$ cat config.mk
export PLATFORM = sky130hd
export DESIGN_NAME = flowSram
export DESIGN_NICKNAME = d
export VERILOG_FILES = /design/src/rtl/sramPkg.sv /design/src/rtl/sramBurstSeq.sv /design/src/rtl/sramCtrl.sv /design/src/rtl/sramDatapath.sv /design/src/rtl/flowSram.sv
export SDC_FILE = /design/constraint.sdc
export NUM_CORES = 2
export LEC_CHECK = 0
export BUFFER_PORTS_ARGS = -buffer_cell sky130_fd_sc_hd__buf_2
export CORE_MARGIN = 5
export CORE_UTILIZATION = 35
export CTS_CLUSTER_SIZE = 40
export DETAILED_ROUTE_END_ITERATION = 7
export GPL_TIMING_DRIVEN = 0
export PLACE_DENSITY_LB_ADDON = 0.05
export SLEW_MARGIN = 30
export SYNTH_ARGS = -nofsm -noshare
export SYNTH_HDL_FRONTEND = slang
export SYNTH_HIERARCHICAL = 1
export SYNTH_SLANG_ARGS = --single-unit
export TNS_END_PERCENT = 30
$ cat constraint.sdc
create_clock -name clk -period 3.5 [get_ports clk]
set_input_delay 0.7 -clock clk [delete_from_list [all_inputs] [get_ports clk]]
set_output_delay 0.7 -clock clk [all_outputs]
set_load 0.005 [all_outputs]
$ cat src/rtl/sramPkg.sv
package sramPkg;

  typedef enum logic {
    ORDER_LINEAR      = 1'b0,
    ORDER_INTERLEAVED = 1'b1
  } burstOrder_t;

  typedef struct packed {
    logic commit;      // write data is taken at this edge
    logic readPhase;   // a selected read is registered
    logic writePhase;  // a selected write awaits its data
  } ctrlStrobes_t;

endpackage

$ cat src/rtl/sramBurstSeq.sv
module sramBurstSeq
  import sramPkg::*;
#(
  parameter int ADDR_W = 6
) (
  input  logic [ADDR_W-1:0] baseAddr,
  input  logic [1:0]        count,
  input  burstOrder_t       order,
  output logic [ADDR_W-1:0] seqAddr
);

  logic [1:0] lowLinear;
  logic [1:0] lowInterleaved;

  always_comb begin
    lowLinear      = baseAddr[1:0] + count;
    lowInterleaved = baseAddr[1:0] ^ count;
    seqAddr        = {baseAddr[ADDR_W-1:2],
                      (order == ORDER_INTERLEAVED) ? lowInterleaved : lowLinear};
  end

endmodule

$ cat src/rtl/sramCtrl.sv
module sramCtrl
  import sramPkg::*;
#(
  parameter int ADDR_W = 6,
  parameter int LANES  = 4
) (
  input  logic              clk,
  input  logic              rstN,
  input  logic              clkEn,
  input  logic [ADDR_W-1:0] addr,
  input  logic              selA,
  input  logic              selBN,
  input  logic              selC,
  input  logic              wrEn,
  input  logic [LANES-1:0]  laneWe,
  input  logic              advLoad,
  input  logic              burstIlv,
  output ctrlStrobes_t      strobes,
  output logic [ADDR_W-1:0] curAddr,
  output logic [LANES-1:0]  curLanes
);

  logic              curValid;
  logic              curWrite;
  logic [ADDR_W-1:0] baseAddr;
  logic [1:0]        cnt;
  burstOrder_t       order;
  logic              chipSelected;

  assign chipSelected = selA & ~selBN & selC;

  always_ff @(posedge clk or negedge rstN) begin
    if (!rstN) begin
      curValid <= 1'b0;
      curWrite <= 1'b0;
      baseAddr <= '0;
      cnt      <= '0;
      order    <= ORDER_LINEAR;
      curLanes <= '0;
    end else if (clkEn) begin
      curLanes <= laneWe;
      if (!advLoad) begin
        curValid <= chipSelected;
        curWrite <= wrEn;
        baseAddr <= addr;
        cnt      <= '0;
        order    <= burstOrder_t'(burstIlv);
      end else if (curValid) begin
        cnt <= cnt + 2'd1;
      end
    end
  end

  sramBurstSeq #(.ADDR_W(ADDR_W)) uSeq (
    .baseAddr (baseAddr),
    .count    (cnt),
    .order    (order),
    .seqAddr  (curAddr)
  );

  always_comb begin
    strobes.writePhase = curValid & curWrite;
    strobes.readPhase  = curValid & ~curWrite;
    strobes.commit     = curValid & curWrite & clkEn;
  end

  AST_STALL_HOLD: assert property (@(posedge clk) disable iff (!rstN)
    !clkEn |=> $stable(curAddr) && $stable(strobes.readPhase) && $stable(strobes.writePhase));

  AST_LINEAR_STEP: assert property (@(posedge clk) disable iff (!rstN)
    clkEn && advLoad && curValid && order == ORDER_LINEAR
    |=> curAddr[1:0] == $past(curAddr[1:0]) + 2'd1);

  AST_BURST_UPPER: assert property (@(posedge clk) disable iff (!rstN)
    clkEn && advLoad && curValid
    |=> curAddr[ADDR_W-1:2] == $past(curAddr[ADDR_W-1:2]));

  AST_DESELECT_STAYS: assert property (@(posedge clk) disable iff (!rstN)
    clkEn && advLoad && !curValid |=> !strobes.readPhase && !strobes.writePhase);

endmodule

$ cat src/rtl/sramDatapath.sv
module sramDatapath
  import sramPkg::*;
#(
  parameter int ADDR_W = 6,
  parameter int LANES  = 4,
  parameter int LANE_W = 9
) (
  input  logic                    clk,
  input  logic                    rstN,
  input  ctrlStrobes_t            strobes,
  input  logic [ADDR_W-1:0]       curAddr,
  input  logic [LANES-1:0]        curLanes,
  input  logic [LANES*LANE_W-1:0] dIn,
  input  logic                    oe,
  output logic [LANES*LANE_W-1:0] dOut,
  output logic                    dOutEn
);

  localparam int DEPTH  = 1 << ADDR_W;
  localparam int DATA_W = LANES * LANE_W;

  logic [DATA_W-1:0] rdWord;

  for (genvar g = 0; g < LANES; g++) begin : gLane
    logic [LANE_W-1:0] laneMem [DEPTH];

    always_ff @(posedge clk) begin
      if (strobes.commit && curLanes[g])
        laneMem[curAddr] <= dIn[g*LANE_W +: LANE_W];
    end

    assign rdWord[g*LANE_W +: LANE_W] = laneMem[curAddr];
  end

  assign dOutEn = oe & strobes.readPhase;
  assign dOut   = dOutEn ? rdWord : '0;

  AST_NO_WRITE_DRIVE: assert property (@(posedge clk) disable iff (!rstN)
    strobes.writePhase |-> !dOutEn);

  AST_OE_GATE: assert property (@(posedge clk) disable iff (!rstN)
    !oe |-> !dOutEn);

  AST_COMMIT_ONLY_WRITE: assert property (@(posedge clk) disable iff (!rstN)
    strobes.commit |-> strobes.writePhase && !strobes.readPhase);

endmodule

$ cat src/rtl/flowSram.sv
module flowSram
  import sramPkg::*;
#(
  parameter int ADDR_W = 6,
  parameter int LANES  = 4,
  parameter int LANE_W = 9
) (
  input  logic                    clk,
  input  logic                    rstN,
  input  logic                    clkEn,
  input  logic [ADDR_W-1:0]       addr,
  input  logic                    selA,
  input  logic                    selBN,
  input  logic                    selC,
  input  logic                    wrEn,
  input  logic [LANES-1:0]        laneWe,
  input  logic                    advLoad,
  input  logic                    burstIlv,
  input  logic                    oe,
  input  logic [LANES*LANE_W-1:0] dIn,
  output logic [LANES*LANE_W-1:0] dOut,
  output logic                    dOutEn
);

  ctrlStrobes_t      strobes;
  logic [ADDR_W-1:0] curAddr;
  logic [LANES-1:0]  curLanes;

  sramCtrl #(.ADDR_W(ADDR_W), .LANES(LANES)) uCtrl (
    .clk      (clk),
    .rstN     (rstN),
    .clkEn    (clkEn),
    .addr     (addr),
    .selA     (selA),
    .selBN    (selBN),
    .selC     (selC),
    .wrEn     (wrEn),
    .laneWe   (laneWe),
    .advLoad  (advLoad),
    .burstIlv (burstIlv),
    .strobes  (strobes),
    .curAddr  (curAddr),
    .curLanes (curLanes)
  );

  sramDatapath #(.ADDR_W(ADDR_W), .LANES(LANES), .LANE_W(LANE_W)) uData (
    .clk      (clk),
    .rstN     (rstN),
    .strobes  (strobes),
    .curAddr  (curAddr),
    .curLanes (curLanes),
    .dIn      (dIn),
    .oe       (oe),
    .dOut     (dOut),
    .dOutEn   (dOutEn)
  );

endmodule

==> flow_summary.yaml <==
place:
  numPortBuffers: 91
  gp_congestion: 1.00
  hpwlAfterDp_mm: 318
  dp_cells: 8812
pwr:
  static-leakage-power_nw: 35.6
  ir_worst_vdd_mv: 0.544
  power_density_nw_per_um2: 781
timing:
  clock-skew-final_ns: 0.0504
  slew-limit-headroom: 0.161
  finalHoldWorstSlack_ns: 0.0786
  post-route-min-period_ns: 5.81
  min_period_over_period: 1.66
  report.final.setup_viol: 1999
  rsz0062_at_grt: "true"
  max_clock_freq_mhz: 172
  drv_slew: 0
  tightestPinTransition_ns: 1.26
  timing.final.ws_setup_ns: -2.31
  finalHoldViolCount: 0
setup_path:
  crit_required_ns: 2.80
  timing.critical_path.arrival_ns: 5.11
  register_to_register_path_setup_slack_ns: -0.96
  worst_r2r_startpoint: "uCtrl/cnt[0]"
  type_of_the_worst_setup_path: "register to output pin"
  setup.worst_path.end_class: "output pin"
  critPathMaxFanout: 6
  worst_path_max_delay_cell: "nand4_1"
  max_stage_delay_ns: 0.87
  startpoint_type: "register"
  r2r_end: "uData/gLane[0].laneMem[58][5]"
  r2r_cells: 10
  critical_path.most_common_cell: "buf_16"
  worstPathCellList: "ha_4 -> nor2b_4 -> xnor2_4 -> buf_12 -> nor2b_4 -> buf_6 -> buf_16 -> buf_16 -> buf_16 -> a221oi_4 -> nor2_2 -> o21ai_4 -> nand4_1 -> o41a_1 -> buf_2"
logic_synthesis:
  warning_count_from_the_yosys_run: 6
  synth.cell_area_sq_um: 89600
  synthCells: 5273
  syn_area_per_cell_sq_um: 17.0
  postSynthNetCount: 5330
run_status:
  violations: "setup timing"
  status: "finished with violations"
clock_tree:
  cts.root.buffer_cell: "clkbuf_16"
  numClockSinks: 2319
  cts-htree-levels: 5
  clock_tree_from_tritoncts: "done"
  clock_path_buffers: 4
  worstSkewPairLatency_ns: 0.95
  number_of_buffers_inserted_during_clock_tree_synthesis: 285
  clkTransAtPathRegs_ns: 0.05
grt:
  grt_pass1_vias: 56748
  grt.total_usage: 0.331
  grt_pass1_wl_mm: 575
  antenna_found_initial: 40
  grt_overflow: 0
  grt_start_max_net_pins: 65
floorplanning:
  design.portCount: 93
  cell_row_count: 185
  initial_core_util: 0.352
  dieWidth_um: 516
  fp.dieH_um: 516
  core-area_sq_um: 254000
  die_area_sq_um: 266000
min_path:
  launch_point_of_the_worst_hold_path: "clkEn"
  whs_path_depth: 2
  min_delay_worst_endpoint: "uCtrl/curLanes[3]"
  hold_path.class: "input pin to register"
cells_and_area:
  area_growth_syn_to_layout_pct: 26.6
  instances_no_fill: 9487
  final_net_count: 5968
  final_core_util: 0.446
  final_layout_size_suffix_gt1_frac: 0.321
run:
  cap_viol_max_count: 0
route:
  first_iter_violations: 8842
  firstDrtPassIters: 8
  drc: 0
  vias_per_cell: 6.44
  wl_per_cell_um: 47.9
  route.antenna.remaining_nets: 0
  detailroute.via_count: 61124
  totalWireLength_mm: 454
## per-stage QoR
stage               setup TNS, ns  worst slack [ns]  area, sq um  total power [mW]
CTS                      -1576.85             -2.11       109000              85.7
global placement         -6740.54             -3.97        94200              53.8
finish                    -859.85             -2.31       113000              88.6
global route              -714.40             -2.17       113000              89.7
floorplan                       0             0.188        89600              40.7
detailed placement       -3949.78             -3.04        96700              54.5
## sequential cells by signal (all words and copies together) (netlist names)
name and count:
uCtrl/baseAddr 6, uData/gLane.laneMem 2304, uCtrl/cnt 2, uCtrl/order 1, uCtrl/curLanes 4, uCtrl/curValid 1
uCtrl/curWrite 1
## metal layers
metal / global-route usage / part of all wire / vias up
met2: 0.504 / 0.44 / 4150
met3: 0.0841 / 0.10 / 1169
met4: 0.222 / 0.082 / 6
li1: - / - / 23311
met1: 0.418 / 0.37 / 32488
met5: 0.0100 / 0.000095 / -
## layout make-up
class                           count  area, sq um
Antenna cell                       25         62.6
Inverter                            8         30.0
Tap cell                         3366         4210
Fill cell                       22259       141000
Multi-Input combinational cell   2506        22200
Clock inverter                    112          826
Buffer                            433         4190
Timing Repair Buffer              358         4740
Sequential cell                  2319        69600
Clock buffer                      360         7570
## layout by cell type (no fill, tap or decap), types with 90 or more instances in the layout
cell type	instances
clkbuf_1	91
a22oi_1	203
nor2_4	102
mux2i_1	123
a221oi_2	119
nor2_1	265
nor2_2	161
o22ai_1	90
a221oi_1	463
clkbuf_16	302
buf_6	99
buf_12	108
buf_4	179
buf_2	101
edfxtp_1	2304
mux2_2	186
## power by group
group / switching [mW] / internal (mW) / leakage, nW / total [mW]
Combinational: 21.3 / 9.30 / 10.7 / 30.6
Sequential: 0.0322 / 30.6 / 20.9 / 30.6
Clock: 11.4 / 16.1 / 4.08 / 27.4
## timing repair
action,CTS,global route
setup endpoints to repair,2341,2341
gates resized for setup,935,516
setup buffers,47,114
gates cloned,6,2
hold buffers,15,0
pin swaps,107,208
endpoints found under the hold margin,28,0
## critical path, delay by kind of cell, from the launching register on
kind,cells,cell delay [ns]
compound gates,3,1.27
xor+xnor,1,0.15
fa+ha+maj,1,0.16
buf+inv,6,0.95
flops,1,0.41
simple gates,4,1.12
## worst max-delay path by stage
stage                 start                       endpoint  slack [ns]  depth (start not counted)
6_report       uCtrl/cnt[0]                       dOut[13]       -2.31                         15
3_5_place_dp   uCtrl/cnt[0]                        dOut[1]       -3.04                         12
2_1_floorplan  uCtrl/cnt[0]                       dOut[11]        0.19                         11
5_1_grt        uCtrl/cnt[0]                       dOut[13]       -2.17                         15
3_3_place_gp   uCtrl/cnt[0]  uData/gLane[1].laneMem[57][6]       -3.97                         11
4_1_cts        uCtrl/cnt[0]                       dOut[15]       -2.11                         14
(Power assumes the default switching activity.)
